## config.mk

```make
export PLATFORM = sky130hd
export DESIGN_NAME = tx_frame_fmt
export DESIGN_NICKNAME = d
export VERILOG_FILES = /design/src/rtl/tx_fmt_pkg.sv /design/src/rtl/tx_fmt_ctrl.sv /design/src/rtl/tx_fmt_dpath.sv /design/src/rtl/tx_frame_fmt.sv
export SDC_FILE = /design/constraint.sdc
export NUM_CORES = 1
export LEC_CHECK = 0
export BUFFER_PORTS_ARGS = -buffer_cell sky130_fd_sc_hd__buf_2
export CAP_MARGIN = 30
export CORE_ASPECT_RATIO = 1.25
export CORE_MARGIN = 3
export CORE_UTILIZATION = 45
export CTS_BUF_LIST = sky130_fd_sc_hd__clkbuf_8 sky130_fd_sc_hd__clkbuf_16
export DETAILED_ROUTE_END_ITERATION = 6
export GPL_ROUTABILITY_DRIVEN = 0
export GPL_TIMING_DRIVEN = 0
export PLACE_DENSITY = 0.75
export SLEW_MARGIN = 20
export SYNTH_ARGS = -nofsm -noshare
export SYNTH_HDL_FRONTEND = slang
export SYNTH_SLANG_ARGS = --single-unit
```

## constraint.sdc

```tcl
create_clock -name clk -period 9.75 [get_ports clk]
set_input_delay 0.975 -clock clk [delete_from_list [all_inputs] [get_ports clk]]
set_output_delay 0.975 -clock clk [all_outputs]
set_load 0.03 [all_outputs]
```

## src/rtl/tx_fmt_pkg.sv

```systemverilog
package tx_fmt_pkg;

  localparam int ADDR_BYTES = 6;
  localparam int FCS_BYTES  = 4;
  localparam int IDX_W      = $clog2(ADDR_BYTES);
  localparam int FIDX_W     = $clog2(FCS_BYTES);
  localparam logic [31:0] CRC_POLY_REFL = 32'hEDB88320;

  typedef enum logic [1:0] {
    SEL_PASS,
    SEL_STATION,
    SEL_ZERO,
    SEL_FCS
  } byteSel_e;

  typedef struct packed {
    logic insEn;
    logic ovrEn;
    logic padEn;
    logic fcsEn;
  } txOpts_t;

  typedef struct packed {
    byteSel_e          sel;
    logic [IDX_W-1:0]  stIdx;
    logic [FIDX_W-1:0] fcsIdx;
    logic              crcStep;
    logic              crcClear;
  } fmtStrobe_t;

  // one byte of a reflected CRC-32, LSB of the byte first
  function automatic logic [31:0] crcByte(input logic [31:0] c, input logic [7:0] d);
    logic [31:0] r;
    r = c;
    for (int i = 0; i < 8; i++) begin
      if (r[0] ^ d[i]) r = (r >> 1) ^ CRC_POLY_REFL;
      else             r = r >> 1;
    end
    return r;
  endfunction

endpackage

```

## src/rtl/tx_fmt_ctrl.sv

```systemverilog
module tx_fmt_ctrl
  import tx_fmt_pkg::*;
#(
  parameter int MIN_LEN = 60,
  parameter int CNT_W   = 11
) (
  input  logic       clk,
  input  logic       rstN,
  input  txOpts_t    liveOpts,
  input  logic       inValid,
  input  logic       inLast,
  output logic       inReady,
  output logic       outValid,
  output logic       outLast,
  input  logic       outReady,
  output fmtStrobe_t stb
);

  localparam logic [CNT_W-1:0]  DA_END  = CNT_W'(ADDR_BYTES - 1);
  localparam logic [CNT_W-1:0]  SA_LO   = CNT_W'(ADDR_BYTES);
  localparam logic [CNT_W-1:0]  SA_HI   = CNT_W'(2 * ADDR_BYTES - 1);
  localparam logic [CNT_W-1:0]  PAD_END = CNT_W'(MIN_LEN - 1);
  localparam logic [FIDX_W-1:0] FCS_END = FIDX_W'(FCS_BYTES - 1);

  typedef enum logic [1:0] {ST_DATA, ST_SAINS, ST_PAD, ST_FCS} state_e;

  state_e            state, stateNxt;
  logic [CNT_W-1:0]  cnt, cntNxt, cntInc;
  logic [FIDX_W-1:0] fcsIdx, fcsIdxNxt;
  logic              busy;
  txOpts_t           held, eff;
  logic              insMode, ovrMode, needPad, padDone, inSaWin, go;

  assign eff     = busy ? held : liveOpts;
  assign insMode = eff.insEn && !eff.ovrEn;
  assign ovrMode = eff.insEn && eff.ovrEn;
  assign cntInc  = (cnt == {CNT_W{1'b1}}) ? cnt : cnt + 1'b1;
  assign needPad = eff.padEn && (cnt < PAD_END);
  assign padDone = (cnt == PAD_END);
  assign inSaWin = (cnt >= SA_LO) && (cnt <= SA_HI);

  always_comb begin
    stateNxt     = state;
    cntNxt       = cnt;
    fcsIdxNxt    = fcsIdx;
    inReady      = 1'b0;
    outValid     = 1'b0;
    outLast      = 1'b0;
    go           = 1'b0;
    stb.sel      = SEL_PASS;
    stb.stIdx    = IDX_W'(cnt - SA_LO);
    stb.fcsIdx   = fcsIdx;
    case (state)
      ST_DATA: begin
        inReady  = outReady;
        outValid = inValid;
        go       = inValid && outReady;
        if (ovrMode && inSaWin) stb.sel = SEL_STATION;
        outLast = inLast && !needPad && !eff.fcsEn;
        if (go) begin
          cntNxt = cntInc;
          if (inLast) begin
            if (needPad)        stateNxt = ST_PAD;
            else if (eff.fcsEn) stateNxt = ST_FCS;
            else                cntNxt   = '0;
          end else if (insMode && cnt == DA_END) begin
            stateNxt = ST_SAINS;
          end
        end
      end
      ST_SAINS: begin
        outValid = 1'b1;
        go       = outReady;
        stb.sel  = SEL_STATION;
        if (go) begin
          cntNxt = cntInc;
          if (cnt == SA_HI) stateNxt = ST_DATA;
        end
      end
      ST_PAD: begin
        outValid = 1'b1;
        go       = outReady;
        stb.sel  = SEL_ZERO;
        outLast  = padDone && !eff.fcsEn;
        if (go) begin
          cntNxt = cntInc;
          if (padDone) begin
            if (eff.fcsEn) stateNxt = ST_FCS;
            else begin
              stateNxt = ST_DATA;
              cntNxt   = '0;
            end
          end
        end
      end
      default: begin
        outValid = 1'b1;
        go       = outReady;
        stb.sel  = SEL_FCS;
        outLast  = (fcsIdx == FCS_END);
        if (go) begin
          fcsIdxNxt = fcsIdx + 1'b1;
          if (fcsIdx == FCS_END) begin
            stateNxt  = ST_DATA;
            cntNxt    = '0;
            fcsIdxNxt = '0;
          end
        end
      end
    endcase
    stb.crcStep  = go && (state != ST_FCS);
    stb.crcClear = go && outLast;
  end

  always_ff @(posedge clk) begin
    if (!rstN) begin
      state  <= ST_DATA;
      cnt    <= '0;
      fcsIdx <= '0;
      busy   <= 1'b0;
      held   <= '0;
    end else begin
      state  <= stateNxt;
      cnt    <= cntNxt;
      fcsIdx <= fcsIdxNxt;
      if (go) begin
        busy <= !outLast;
        if (!busy) held <= liveOpts;
      end
    end
  end

endmodule

```

## src/rtl/tx_fmt_dpath.sv

```systemverilog
module tx_fmt_dpath
  import tx_fmt_pkg::*;
(
  input  logic                    clk,
  input  logic                    rstN,
  input  fmtStrobe_t              stb,
  input  logic [8*ADDR_BYTES-1:0] stationAddr,
  input  logic [7:0]              inData,
  output logic [7:0]              outData
);

  logic [31:0] crcReg, crcOut;
  logic [7:0]  stationByte, fcsByte;

  assign crcOut = ~crcReg;

  generate
    if (ADDR_BYTES > 1) begin : g_multi
      always_comb begin
        stationByte = stationAddr[8*ADDR_BYTES-1 -: 8];
        for (int k = 0; k < ADDR_BYTES; k++)
          if (stb.stIdx == IDX_W'(k)) stationByte = stationAddr[8*(ADDR_BYTES-1-k) +: 8];
      end
    end else begin : g_single
      assign stationByte = stationAddr[7:0];
    end
  endgenerate

  always_comb begin
    fcsByte = crcOut[7:0];
    for (int k = 0; k < FCS_BYTES; k++)
      if (stb.fcsIdx == FIDX_W'(k)) fcsByte = crcOut[8*k +: 8];
  end

  always_comb begin
    case (stb.sel)
      SEL_PASS:    outData = inData;
      SEL_STATION: outData = stationByte;
      SEL_ZERO:    outData = 8'h00;
      default:     outData = fcsByte;
    endcase
  end

  always_ff @(posedge clk) begin
    if (!rstN)             crcReg <= '1;
    else if (stb.crcClear) crcReg <= '1;
    else if (stb.crcStep)  crcReg <= crcByte(crcReg, outData);
  end

endmodule

```

## src/rtl/tx_frame_fmt.sv

```systemverilog
module tx_frame_fmt
  import tx_fmt_pkg::*;
#(
  parameter int MIN_LEN = 60,
  parameter int CNT_W   = 11
) (
  input  logic                    clk,
  input  logic                    rstN,
  input  logic [8*ADDR_BYTES-1:0] stationAddr,
  input  logic                    optSaIns,
  input  logic                    optSaOvr,
  input  logic                    optPad,
  input  logic                    optFcs,
  input  logic [7:0]              inData,
  input  logic                    inValid,
  input  logic                    inLast,
  output logic                    inReady,
  output logic [7:0]              outData,
  output logic                    outValid,
  output logic                    outLast,
  input  logic                    outReady
);

  txOpts_t    liveOpts;
  fmtStrobe_t stb;

  assign liveOpts = '{insEn: optSaIns, ovrEn: optSaOvr, padEn: optPad, fcsEn: optFcs};

  tx_fmt_ctrl #(.MIN_LEN(MIN_LEN), .CNT_W(CNT_W)) u_ctrl (
    .clk      (clk),
    .rstN     (rstN),
    .liveOpts (liveOpts),
    .inValid  (inValid),
    .inLast   (inLast),
    .inReady  (inReady),
    .outValid (outValid),
    .outLast  (outLast),
    .outReady (outReady),
    .stb      (stb)
  );

  tx_fmt_dpath u_dpath (
    .clk         (clk),
    .rstN        (rstN),
    .stb         (stb),
    .stationAddr (stationAddr),
    .inData      (inData),
    .outData     (outData)
  );

endmodule

```

==> key figures <==
Synth
  • Post-synthesis adder-cell area fraction: under 10%
  • Compound-cell area share of the yosys netlist: ~22%
  • Synthesized area per cell: between 8 and 9 µm²
  • Cell with the most instances after synthesis: nand2_1
  • Mux contribution to synthesized area: approximately 5.1%
  • Commonest cells in the synthesized netlist: 56 x nand2_1, 52 x dfxtp_1, 45 x xnor2_1
  • YS warnings: 0
  • Async S/R FF share, synth: 0%
  • Area leader, netlist: dfxtp_1
  • Sequential fraction of the synthesis area: 24.6%
  • Post-synth EDFFs: 0
  • FF+latch count, synth: between 50 and 60
  • Cell variety after synth: 75
  • Syn Inst Count: slightly below 500
  • Net Count, Synth: ~570
  • Post-Synth Simple-Gate Area: 19.1%
  • Area fraction of the dominant cell type after synthesis: 24.6%
  • XOR/XNOR Fraction of Synth Area: between 20 and 25%
  • Ys flop type: dfxtp_1
  • Cell Area, Synth: roughly 4200 µm²
  • Synth top area cells: dfxtp_1 25%, xnor2_1 9.3%, nand2_1 5.0%, mux2i_1 4.0%, o211ai_1 3.9%
  • Main combinational cell family by area after synthesis: compound AO/OA/AOI/OAI gates

Place
  • DP Wirelength: around 9.5 mm
  • Port Buffers: 75
  • Place WS: 5.61 ns
  • Placed insts: 686
  • Placed Area: between 4000 and 5000 µm²

Detailed routing
  • Pre-antenna DRT Iters: 5
  • Drt wl/cell: between 15 and 20 µm
  • Residual DRC: 0
  • Vias after detailed routing: between 3,000 and 4,000
  • Post-DRT Antenna Nets: 0
  • DRT Wirelength: roughly 12 mm
  • 1st-iter DRT viols: about 240
  • Via/cell ratio: roughly 5.6

Clocking
  • Postcts setup bufs: 0
  • H-Tree Depth: 2
  • Num CTS Buffers: 5
  • Clk buf depth: 2
  • Root Driver: clkbuf_8
  • Post-CTS sizing: 0
  • Worst-path clk slew: approximately 0.10 ns
  • Clk sinks: 52
  • Hold_buf cts: 0
  • TritonCTS clock tree: built
  • Clock Latency Late Sink: around 0.32 ns

STA
  • Setup_tns: 0 ns
  • Period utilization: between 40% and 50%
  • Final hold vios: 0
  • Highest achievable clock rate: 230 MHz
  • Worst-Margin Slew: approximately 0.73 ns
  • Crit path time final: ~4.4 ns
  • RSZ-0062 raised after global routing: false
  • Final worst slack: about 5.4 ns
  • Clock Skews: approximately 0.011 ns
  • Final Setup Violations: 0
  • Slew Viols, Final: 0
  • Slew margin rel.: between 50 and 60%

Pwr
  • Internal: roughly 590 µW
  • PD cells: between 200 and 250 nW/µm²
  • Switching power: 397 µW
  • Max VDD drop: 0.000136 V
  • Share of power burned in registers: ~28%
  • Share of power burned in combinational logic: between 50% and 60%
  • Clock power share: 14.0%
  • Leakage: around 0.0019 µW
  • Switching part of the total power: 40.2%

Global route
  • Initial antenna violation count: 0
  • Largest net degree at the start of global routing: 15
  • Vias in the first global route: about 4,000
  • Total GRT Usage: between 20% and 30%
  • GR Overflow Total: 0
  • First-pass GRT wire length: 19.7 mm

Layout
  • Share of cells above drive strength 1: between 20% and 30%
  • Post-Layout Cell Count: 693
  • N_diodes: 0
  • Final nets: around 650
  • Final Cell Area: ~4800 µm²
  • FILL cells: 831
  • Layout area overhead: 14.7%
  • Post-route core utilization: between 50 and 60%

Setup path
  • Kind of start point of the critical path: flop
  • Category of the most critical setup path: reg -> out
  • R2r endpoint: u_dpath.crcReg[23]$_SDFFE_PP1P_
  • Reg2reg path depth: 14
  • CP Max Fanout: 10
  • RR Startpoint: u_ctrl.cnt[2]$_SDFFE_PN0P_
  • Crit path arrival time: 3.38 ns
  • Crit path to: outData[3]
  • R2R Setup Slk: roughly 5.6 ns
  • Worst Setup End Kind: output pin
  • Setup crit start: u_ctrl.cnt[2]$_SDFFE_PN0P_
  • Worst Path Required: 8.78 ns

Floorplanning
  • Core ar.: a little under 9000 µm²
  • Site Rows: 38
  • DIE HEIGHT: ~110 µm
  • I/O Pins: between 70 and 80
  • Initial cell density of the core: 47.5%
  • DIE AREA: roughly 11,000 µm²
  • Chip width: just over 90 µm

Run
  • Max-Cap Viols: 0

Min path
  • HP Class: reg -> reg

Run status
  • Outcome: finished, final reports clean
cell families after synthesis:
| logic type | count (synthesis) |
|---|---|
| adder cells (fa/ha/maj) | 9 |
| AO/OA/AOI/OAI | 126 |
| buffers and inverters | 47 |
| AND/OR/NAND/NOR | 158 |
| multiplexers | 21 |
| XOR/XNOR | 78 |
| flip-flops | 52 |
per-layer routing:
layer | vias to the layer above | wire (µm) | GRT usage [%]
met5 | - | 0 | 0
li1 | 1898 | - | -
met3 | 31 | 937 | 3.88
met4 | 0 | 362 | 10.1
met1 | 1795 | 4820 | 27.0
met2 | 183 | 5960 | 41.7
cell usage in the layout (no fill, tap or decap), types with 10 or more instances in the layout:
master     n
clkbuf_1  23
a21oi_1   28
nor2b_1   11
nand2_1   56
mux2i_1   17
buf_2     78
inv_1     16
o21ai_0   19
nor2_1    32
o211ai_1  22
xor2_1    15
dfxtp_1   52
xnor2_1   45
nor3_1    10
sequential cells by signal, indices dropped and copies added, names as in the netlist:
name and flops:
u_ctrl.busy 1, u_ctrl.held 4, u_dpath.crcReg 32, u_ctrl.state 2
u_ctrl.cnt 11, u_ctrl.fcsIdx 2
critical path, cell delays in order, from the launching register on:
cell and delay (ns):
dfxtp_1 0.35, buf_2 0.19, inv_1 0.10, ha_1 0.28
clkbuf_1 0.32, clkbuf_1 0.44, o311ai_0 0.24, o211ai_1 0.19
a21oi_1 0.13, a311oi_2 0.43, inv_1 0.17, buf_2 0.21
power by group through the flow:
stage | clock network (µW) | logic, µW | registers, µW
after global placement | 0 | 550 | 281
final | 139 | 569 | 279
after global routing | 149 | 611 | 283
after detailed placement | 0 | 561 | 282
after CTS | 141 | 566 | 277
after floorplan | 0 | 459 | 275
per-stage QoR:
stage,total power (µW),hold slack (ns)
2_1_floorplan,733,0.452
3_3_place_gp,832,0.461
6_report,986,0.489
5_1_grt,1040,0.539
4_1_cts,985,0.493
3_5_place_dp,843,0.479
how the worst min path moves through the flow:
stage                                        start                             end  slack [ns]  cells past startpoint
floorplan              u_ctrl.held[1]$_SDFFE_PN0P_     u_ctrl.held[1]$_SDFFE_PN0P_        0.45                      2
global placement       u_ctrl.held[1]$_SDFFE_PN0P_     u_ctrl.held[1]$_SDFFE_PN0P_        0.46                      2
detailed placement     u_ctrl.held[1]$_SDFFE_PN0P_     u_ctrl.held[1]$_SDFFE_PN0P_        0.48                      2
CTS                    u_ctrl.held[1]$_SDFFE_PN0P_     u_ctrl.held[1]$_SDFFE_PN0P_        0.49                      2
global route        u_dpath.crcReg[9]$_SDFFE_PP1P_  u_dpath.crcReg[9]$_SDFFE_PP1P_        0.54                      2
finish                 u_ctrl.held[1]$_SDFFE_PN0P_     u_ctrl.held[1]$_SDFFE_PN0P_        0.49                      2
final cells by class:
| type | count | area (µm²) | area share (%) |
|---|---|---|---|
| Clock buffer | 7 | 96.3 | 1.99 |
| Sequential cell | 52 | 1040 | 21.5 |
| Buffer | 30 | 136 | 2.81 |
| Multi-Input combinational cell | 392 | 2990 | 61.6 |
| Inverter | 17 | 63.8 | 1.32 |
| Timing Repair Buffer | 75 | 375 | 7.74 |
| Tap cell | 120 | 150 | 3.10 |
Note: power is estimated with default switching activity, not from simulation.
